## config.mk

```make
export PLATFORM = sky130hd
export DESIGN_NAME = dcache2w
export DESIGN_NICKNAME = d
export VERILOG_FILES = /design/src/rtl/dc_pkg.sv /design/src/rtl/dc_tagstore.sv /design/src/rtl/dc_lru.sv /design/src/rtl/dc_fill_ctl.sv /design/src/rtl/dcache2w.sv
export SDC_FILE = /design/constraint.sdc
export NUM_CORES = 1
export LEC_CHECK = 0
export CAP_MARGIN = 20
export CORE_UTILIZATION = 55
export CTS_CLUSTER_SIZE = 8
export DETAILED_ROUTE_END_ITERATION = 12
export GPL_TIMING_DRIVEN = 1
export PLACE_DENSITY = 0.73
export SYNTH_ARGS = -nofsm -noshare
export SYNTH_HDL_FRONTEND = slang
export SYNTH_HIERARCHICAL = 1
export SYNTH_SLANG_ARGS = --single-unit
export TNS_END_PERCENT = 1
```

## constraint.sdc

```tcl
create_clock -name clk -period 9.9 [get_ports clk]
set_input_delay 1.98 -clock clk [delete_from_list [all_inputs] [get_ports clk]]
set_output_delay 1.98 -clock clk [all_outputs]
set_load 0.03 [all_outputs]
```

## src/rtl/dc_pkg.sv

```systemverilog
package dc_pkg;
  typedef enum logic {FC_IDLE, FC_FILL} fc_state_e;

  // Replacement choice: first empty way, else the way the LRU bit names.
  function automatic logic pick_victim(input logic [1:0] vld, input logic lru);
    if (!vld[0]) return 1'b0;
    if (!vld[1]) return 1'b1;
    return lru;
  endfunction
endpackage

```

## src/rtl/dc_tagstore.sv

```systemverilog
module dc_tagstore #(
  parameter int SETS  = 4,
  parameter int SET_W = 2,
  parameter int TAG_W = 12
) (
  input  logic             clk,
  input  logic             rst_n,
  input  logic [SET_W-1:0] lk_set,
  input  logic [TAG_W-1:0] lk_tag,
  input  logic             fill_en,
  input  logic [SET_W-1:0] fill_set,
  input  logic             fill_way,
  input  logic [TAG_W-1:0] fill_tag,
  output logic [1:0]       hit_vec,
  output logic [1:0]       set_valid
);
  for (genvar w = 0; w < 2; w++) begin : g_way
    logic [TAG_W-1:0] tag_q [SETS];
    logic [SETS-1:0]  vld_q;

    always_ff @(posedge clk) begin
      if (!rst_n) begin
        vld_q <= '0;
      end else if (fill_en && (fill_way == 1'(w))) begin
        vld_q[fill_set]  <= 1'b1;
        tag_q[fill_set]  <= fill_tag;
      end
    end

    assign set_valid[w] = vld_q[lk_set];
    assign hit_vec[w]   = vld_q[lk_set] && (tag_q[lk_set] == lk_tag);
  end
endmodule

```

## src/rtl/dc_lru.sv

```systemverilog
module dc_lru #(
  parameter int SETS  = 4,
  parameter int SET_W = 2
) (
  input  logic             clk,
  input  logic             rst_n,
  input  logic             touch_en,
  input  logic [SET_W-1:0] touch_set,
  input  logic             touch_way,
  input  logic [SET_W-1:0] q_set,
  input  logic [1:0]       q_valid,
  output logic             victim
);
  import dc_pkg::*;
  logic [SETS-1:0] lru_q;

  always_ff @(posedge clk) begin
    if (!rst_n) lru_q <= '0;
    else if (touch_en) lru_q[touch_set] <= ~touch_way;
  end

  assign victim = pick_victim(q_valid, lru_q[q_set]);
endmodule

```

## src/rtl/dc_fill_ctl.sv

```systemverilog
module dc_fill_ctl #(
  parameter int MEM_LAT    = 5,
  parameter int LINE_WORDS = 4,
  parameter int CNT_W      = 32
) (
  input  logic                          clk,
  input  logic                          rst_n,
  input  logic                          miss,
  output logic                          busy,
  output logic                          fill_we,
  output logic [$clog2(LINE_WORDS)-1:0] fill_idx,
  output logic                          fill_done,
  output logic                          stall,
  output logic [CNT_W-1:0]              stall_count
);
  import dc_pkg::*;
  localparam int CW  = $clog2(MEM_LAT);
  localparam int OFW = $clog2(LINE_WORDS);
  localparam logic [CW-1:0] LAST_WORD = CW'(LINE_WORDS - 1);
  localparam logic [CW-1:0] END_CNT   = CW'(MEM_LAT - 2);

  fc_state_e     st_q;
  logic [CW-1:0] cnt_q;

  always_ff @(posedge clk) begin
    if (!rst_n) begin
      st_q  <= FC_IDLE;
      cnt_q <= '0;
    end else if (st_q == FC_IDLE) begin
      cnt_q <= '0;
      if (miss) st_q <= FC_FILL;
    end else begin
      cnt_q <= cnt_q + 1'b1;
      if (cnt_q == END_CNT) st_q <= FC_IDLE;
    end
  end

  assign busy      = (st_q == FC_FILL);
  assign fill_we   = busy && (cnt_q <= LAST_WORD);
  assign fill_idx  = cnt_q[OFW-1:0];
  assign fill_done = busy && (cnt_q == LAST_WORD);
  assign stall     = busy || miss;

  always_ff @(posedge clk) begin
    if (!rst_n) stall_count <= '0;
    else if (stall) stall_count <= stall_count + 1'b1;
  end
endmodule

```

## src/rtl/dcache2w.sv

```systemverilog
module dcache2w #(
  parameter int ADDR_W     = 16,
  parameter int DATA_W     = 32,
  parameter int SETS       = 4,
  parameter int LINE_WORDS = 4,
  parameter int MEM_LAT    = 5,
  parameter int CNT_W      = 32
) (
  input  logic              clk,
  input  logic              rst_n,
  input  logic              req_valid,
  input  logic              req_write,
  input  logic [ADDR_W-1:0] req_addr,
  input  logic [DATA_W-1:0] req_wdata,
  output logic [DATA_W-1:0] rd_data,
  output logic              stall,
  output logic              mem_rd,
  output logic              mem_wr,
  output logic [ADDR_W-1:0] mem_addr,
  output logic [DATA_W-1:0] mem_wdata,
  input  logic [DATA_W-1:0] mem_rdata,
  output logic [CNT_W-1:0]  stall_count
);
  localparam int OFW   = $clog2(LINE_WORDS);
  localparam int SET_W = $clog2(SETS);
  localparam int TAG_W = ADDR_W - SET_W - OFW;

  // address fields
  logic [OFW-1:0]   a_off;
  logic [SET_W-1:0] a_set;
  logic [TAG_W-1:0] a_tag;
  assign a_off = req_addr[OFW-1:0];
  assign a_set = req_addr[OFW +: SET_W];
  assign a_tag = req_addr[ADDR_W-1 -: TAG_W];

  // named events
  logic [1:0]  hit_vec, set_valid;
  logic        hit, hit_way, victim, busy, miss;
  logic        rd_hit, wr_hit, fill_we, fill_done;
  logic [OFW-1:0] fill_idx;

  assign hit     = |hit_vec;
  assign hit_way = hit_vec[1];
  assign miss    = req_valid && !req_write && !hit && !busy;
  assign rd_hit  = req_valid && !req_write && hit && !busy;
  assign wr_hit  = req_valid && req_write && hit && !busy;

  // latched miss line
  logic [SET_W-1:0] m_set_q;
  logic [TAG_W-1:0] m_tag_q;
  logic             m_way_q;
  always_ff @(posedge clk) begin
    if (miss) begin
      m_set_q <= a_set;
      m_tag_q <= a_tag;
      m_way_q <= victim;
    end
  end

  dc_tagstore #(.SETS(SETS), .SET_W(SET_W), .TAG_W(TAG_W)) u_tags (
    .clk(clk), .rst_n(rst_n), .lk_set(a_set), .lk_tag(a_tag),
    .fill_en(fill_done), .fill_set(m_set_q), .fill_way(m_way_q), .fill_tag(m_tag_q),
    .hit_vec(hit_vec), .set_valid(set_valid));

  dc_lru #(.SETS(SETS), .SET_W(SET_W)) u_lru (
    .clk(clk), .rst_n(rst_n),
    .touch_en(rd_hit || wr_hit || fill_done),
    .touch_set(fill_done ? m_set_q : a_set),
    .touch_way(fill_done ? m_way_q : hit_way),
    .q_set(a_set), .q_valid(set_valid), .victim(victim));

  dc_fill_ctl #(.MEM_LAT(MEM_LAT), .LINE_WORDS(LINE_WORDS), .CNT_W(CNT_W)) u_ctl (
    .clk(clk), .rst_n(rst_n), .miss(miss), .busy(busy), .fill_we(fill_we),
    .fill_idx(fill_idx), .fill_done(fill_done), .stall(stall), .stall_count(stall_count));

  // data array: 2 ways x SETS x LINE_WORDS
  logic [DATA_W-1:0] data_q [2][SETS][LINE_WORDS];
  always_ff @(posedge clk) begin
    if (fill_we) data_q[m_way_q][m_set_q][fill_idx] <= mem_rdata;
    else if (wr_hit) data_q[hit_way][a_set][a_off] <= req_wdata;
  end

  assign rd_data   = data_q[hit_way][a_set][a_off];
  assign mem_rd    = fill_we;
  assign mem_wr    = req_valid && req_write && !busy;
  assign mem_addr  = busy ? {m_tag_q, m_set_q, fill_idx} : req_addr;
  assign mem_wdata = req_wdata;
endmodule

```

# After elaboration in Yosys (flattened, before gate mapping)
# Memory sizes are Yosys's and may differ from the RTL's.
# Index checks and enable logic that the tools add are counted.
# op_classes
n_lt_le_gt_ge	14
reduce_logical	30
bitwise_logic	8
muxes	51
eq_ne	3
addsub	2
# op_table
cell	n
two-way mux 512 bit	4
demux 128 bit (select 2 bit)	2
two-way mux 128 bit	4
OR reduction 512 bit	1
binary-select mux 128 bit (select 2 bit)	1
demux 32 bit (select 2 bit)	2
two-way mux 32 bit	4
binary-select mux 32 bit (select 2 bit)	1
adder 32 x 1 -> 32 bit, second input constant	1
two-way mux 1 bit	25
== test 12 bit	2
logical AND 1 bit	21
two-way mux 16 bit	1
>= comparator 3 bit, second input constant	4
< comparator 3 x 1 -> 1 bit, second input constant	4
inverter 2 -> 3 bit	4
< comparator 2 x 3 -> 1 bit, second input constant	3
bitwise OR 4 bit	2
binary-select mux 1 bit (select 2 bit)	3
bitwise mux 4 bit	1
demux 1 bit (select 2 bit)	2
>= comparator 2 x 1 -> 1 bit, second input constant	2
adder 3 x 1 -> 3 bit, second input constant	1
== test 3 x 2 -> 1 bit, second input constant	1
7 further kinds	12
# totals
mem_count	3
input_bits	84
mem_bits_rw	1120
ff_bits	63
# mem_list
name	words	width	read_ports	rd_clocked_by_memory_dff	write_ports	line	rtl
data_q	2	512	1	0	1	dcache2w.sv:77	logic [DATA_W-1:0] data_q [2][SETS][LINE_WORDS];
u_tags.g_way[0].tag_q	4	12	1	0	1	dc_tagstore.sv:18	logic [TAG_W-1:0] tag_q [SETS];
u_tags.g_way[1].tag_q	4	12	1	0	1	dc_tagstore.sv:18	

# Logic depth before layout (Yosys ltp)
# depth
word_depth	11
mapped_depth	16
depth_no_buf	9

# By module
# Netlist, hierarchy kept.
# by_module_without_submodules
mod	area_per_inst_um2	cells_per_inst	instances
dcache2w	40463.8	1641	1
dc_tagstore	4149.0	202	1
dc_fill_ctl	1697.9	193	1
dc_lru	232.7	21	1

# Worst setup path before layout
# No wires, ideal clock.
# synth_path
path_type	input port to output port
startpoint	input port req_addr[2]
endpoint	output port stall
t_required_ns	7.920
arrival_ns	6.383
n_path_buf	6
path_slack_ns	1.537
stages	12
path_cell_list	buf_6 buf_2 mux4_2 xnor2_1 nand4_1 a2111oi_2 buf_2 buf_6 buf_4 nor4_1 or2_2 clkbuf_1
# synth_via
elab_chain_len	8
elab_cells_between_ends	15
# synth_rtl
element	line	rtl
from (decl)	dcache2w.sv:13	input logic [ADDR_W-1:0] req_addr,
memory (4 x 12 bit) or binary-select mux 1 bit (select 2 bit) (tied branches)	-	
== test 12 bit or two-way mux 1 bit (tied branches)	dc_tagstore.sv:31	assign hit_vec[w] = vld_q[lk_set] && (tag_q[lk_set] == lk_tag);
logical AND 1 bit *	dc_tagstore.sv:31	
net hit_vec[1]	dcache2w.sv:37	logic [1:0] hit_vec, set_valid;
OR reduction 2 bit *	dcache2w.sv:42	assign hit = |hit_vec;
zero test 1 bit *	dcache2w.sv:44	assign miss = req_valid && !req_write && !hit && !busy;
logical AND 1 bit * (2 in a row)	dcache2w.sv:44	
net miss	dcache2w.sv:38	logic hit, hit_way, victim, busy, miss;
logical OR 1 bit *	dc_fill_ctl.sv:42	assign stall = busy || miss;
to (decl)	dcache2w.sv:16	output logic stall,
# The timed path passes the listed nets; every way through them passes the cells marked *. The select of a mux whose other input is x is not followed.

# Worst setup path in the final report
# layout_path
startpoint	input port req_addr[2]
endpoint	output port rd_data[11]
# layout_via
elab_chain_len	10
elab_cells_between_ends	13
# layout_rtl
element	line	rtl
memory (4 x 12 bit) or binary-select mux 1 bit (select 2 bit) (tied branches)	-	
== test 12 bit or two-way mux 1 bit (tied branches)	dc_tagstore.sv:31	
logical AND 1 bit *	dc_tagstore.sv:31	
net hit_vec[1]	dcache2w.sv:37	
memory (2 x 512 bit) *	-	
binary-select mux 128 bit (select 2 bit) *	dcache2w.sv:83	assign rd_data = data_q[hit_way][a_set][a_off];
two-way mux 128 bit (implied by the code) * (2 in a row)	dcache2w.sv:83	
binary-select mux 32 bit (select 2 bit) *	dcache2w.sv:83	
two-way mux 32 bit (implied by the code) * (2 in a row)	dcache2w.sv:83	
to (decl)	dcache2w.sv:15	output logic [DATA_W-1:0] rd_data,
# Marks and branches as above.

==> flow_summary.ini <==
[outcome]
status = completed

[critical_path]
worstSetupEndpointType = primary output
r2r-start = u_tags/g_way[1].tag_q[1][0]
regToRegSetupSlack_ns = 4.24
worst-path-stages = 10
path_cells = buf_8 -> mux4_1 -> xnor2_1 -> nand4_1 -> a2111oi_4 -> buf_12 -> mux4_2 -> mux4_2 -> mux2_2 -> clkdlybuf4s50_1
crit_start = req_addr[2]
cp_data_arrival_time_ns = 6.89
worstReg2RegEnd = data_q[0][176]
worstPathRequired_ns = 7.92
cp_num_buf_inv = 3
start_kind = input pin
crit_path_end = rd_data[11]
cp_max_fo = 108
critical_path_class = in -> out
r2r_cells = 12
crit_slowest_cell = buf_12
path_delay_family = multiplexers
worst_path_most_repeated_cell = mux4_2
slowest_delay_ns = 0.67

[sta]
max_slew.worst_pin.slew_ns = 1.11
period_share_pct = 89.6
rsz0062_at_grt = no
layout_min_cycle_time_ns = 8.87
hold_viol_final = 0
skew_ns = 0.0410
tns_ns = 0
hold_ws_ns = 0.445
relSlewSlack_pct = 25.8
postLayoutSetupSlackWorst_ns = 1.03
drv_slew = 0
max_freq_mhz = 113
setup_viol = 0

[cts]
clockRootBuffer = clkbuf_16
cts_resized = 0
clockBufferDepth = 3
clkLatencyLatePin_ns = 0.76
cts_htree_levels = 4
path_clk_slew_ns = 0.05
postCtsSetupRepairBufs = 0
clock-sinks = 1183
cts_hold_buf = 0
cts_tree = built
cts-buffers-inserted = 165

[global_routing]
antenna_found_initial = 0
grt_max_degree = 109
grt_pass1_vias = 23800
track_usage_pct = 26.4
grt_remaining_overflow = 0
grt_first_pass_wirelength_mm = 161

[synthesis]
synth_top_cell_area_share_pct = 73.2
ys_top_cells_by_count = 1135 x edfxtp_1, 336 x mux4_2, 85 x mux2_2, 58 x nor2_1, 54 x clkbuf_1
synthArstFlopShare_pct = 0
syn_inst = 2057
ys_seq_area_share_pct = 75.3
synth-seq-cells = 1183
synth_area_leaders = edfxtp_1 73%, mux4_2 16%, dfxtp_1 2.1%
synth_top_area_cell = edfxtp_1
ys_types = 56
yosysWarningCount = 6
synth_fp_nets = 2144
synthMostInstantiatedCell = edfxtp_1
synth_area_um2 = 46500
avgSynthCellArea_um2 = 22.6
synth_edf_count = 1135
synthFlopType = edfxtp_1

[final_layout]
syn_to_final_growth_pct = 17.4
multi_input_area_um2 = 11000
drive_above_1_share_pct = 30.1
nNetsFinal = 2433
seqCellArea_um2 = 35000
n_antenna_cell = 0
fillCellCount = 5180
fin_cells = 3527

[detailed_routing]
via_count = 22600
drt_iter0_drc = 2350
wl_mm = 111
wl_per_cell_um = 31.3
first_pass_iters = 6
antenna_left = 0
avgViaCountPerCell = 6.42
drc_errors = 0

[die]
die_x_um = 293
std_cell_rows = 106
core-area_um2 = 83700
ioPinCount = 199
initial_core_util_pct = 55.6
die_h_um = 293
dieArea_um2 = 85800

[placed_design]
hpwl_mm = 54.8
placed_cells = 3311
post-place-ws_ns = 0.996
port_buffers = 198
gp_congestion = 0.787

[pwr]
vdd_drop_max_mv = 0.166
power_leakage_nw = 16.9
p_per_area_nw_per_um2 = 202

[worst_hold_path]
min_path_cells = 1
hold_path.class = reg -> reg

[job]
maxCapViolations = 0
## cell type report
cell class,instances,share of cell area [%]
Clock buffer,201,7.88
Timing Repair Buffer,260,4.66
Sequential cell,1183,64.1
Multi-Input combinational cell,728,20.1
Inverter,8,0.0550
Clock inverter,13,0.563
Tap cell,1134,2.60
## worst min-delay path by stage
stage | startpoint | end | slack [ns]
4_1_cts | u_tags/g_way[1].vld_q[2] | u_tags/g_way[1].vld_q[2] | 0.45
3_3_place_gp | u_tags/g_way[1].vld_q[3] | u_tags/g_way[1].vld_q[3] | 0.43
2_1_floorplan | u_tags/g_way[0].vld_q[2] | u_tags/g_way[0].vld_q[2] | 0.42
6_report | u_tags/g_way[1].vld_q[2] | u_tags/g_way[1].vld_q[2] | 0.44
3_5_place_dp | u_tags/g_way[1].vld_q[2] | u_tags/g_way[1].vld_q[2] | 0.43
5_1_grt | u_tags/g_way[1].vld_q[2] | u_tags/g_way[1].vld_q[2] | 0.45
## through the flow
stage | instance area (µm²) | total power, W | utilization, %
floorplan | 46500 | 0.00589 | -
global placement | 50000 | 0.00606 | 59.7
detailed placement | 50000 | 0.00607 | 59.7
CTS | 54600 | 0.0111 | 65.2
global route | 54600 | 0.0113 | 65.3
finish | 54600 | 0.0110 | 65.3
## worst reg2reg max path, stage by stage (launching register included)
cell,delay [ns]
edfxtp_1,0.37
mux4_1,0.53
xnor2_1,0.20
nand4_1,0.19
a2111oi_4,0.40
buf_4,0.25
buf_12,0.36
nor2_1,0.21
nor4_4,0.44
buf_6,0.25
mux2_2,0.66
nor2_4,0.97
buf_4,0.44
## kinds of logic after synthesis
family	after synthesis	synth area share [%]
buffers and inverters	146	1.76
muxes	439	18.9
and+or+nand+nor	174	2.04
DFF	1183	75.3
xor gates and xnor gates	40	0.753
AOI/OAI and AO/OA	72	1.15
adders and majority gates	3	0.0807
## layer usage
layer | part of all wire (%) | vias up | global-route usage, %
met2 | 51 | 1263 | 44.1
met4 | 2.3 | 0 | 7.96
met3 | 9.1 | 178 | 6.07
met1 | 37 | 12000 | 34.9
li1 | - | 9231 | -
met5 | 0 | - | 0
## cell usage in the layout (no fill, tap or decap), types with 32 or more instances in the layout
cell type / n
clkbuf_1: 34
mux2_2: 85
clkbuf_16: 167
dfxtp_1: 48
buf_4: 55
nor2_4: 32
clkdlybuf4s50_1: 194
mux4_2: 336
edfxtp_1: 1135
xnor2_1: 34
## flip-flops by register name, summed over array words and instances (netlist names)
| register | cells |
|---|---|
| data_q | 1024 |
| u_tags/g_way.tag_q | 96 |
| u_ctl/stall_count | 32 |
| m_tag_q | 12 |
| u_tags/g_way.vld_q | 8 |
| u_lru/lru_q | 4 |
| u_ctl/cnt_q | 3 |
| m_set_q | 2 |
| m_way_q | 1 |
| u_ctl/busy | 1 |
## report_power, final
group	switching [W]	internal, W
Clock	0.00203	0.00304
Combinational	0.000267	0.000190
Sequential	0.0000110	0.00551
No activity file was read; power rests on OpenSTA's default activity.
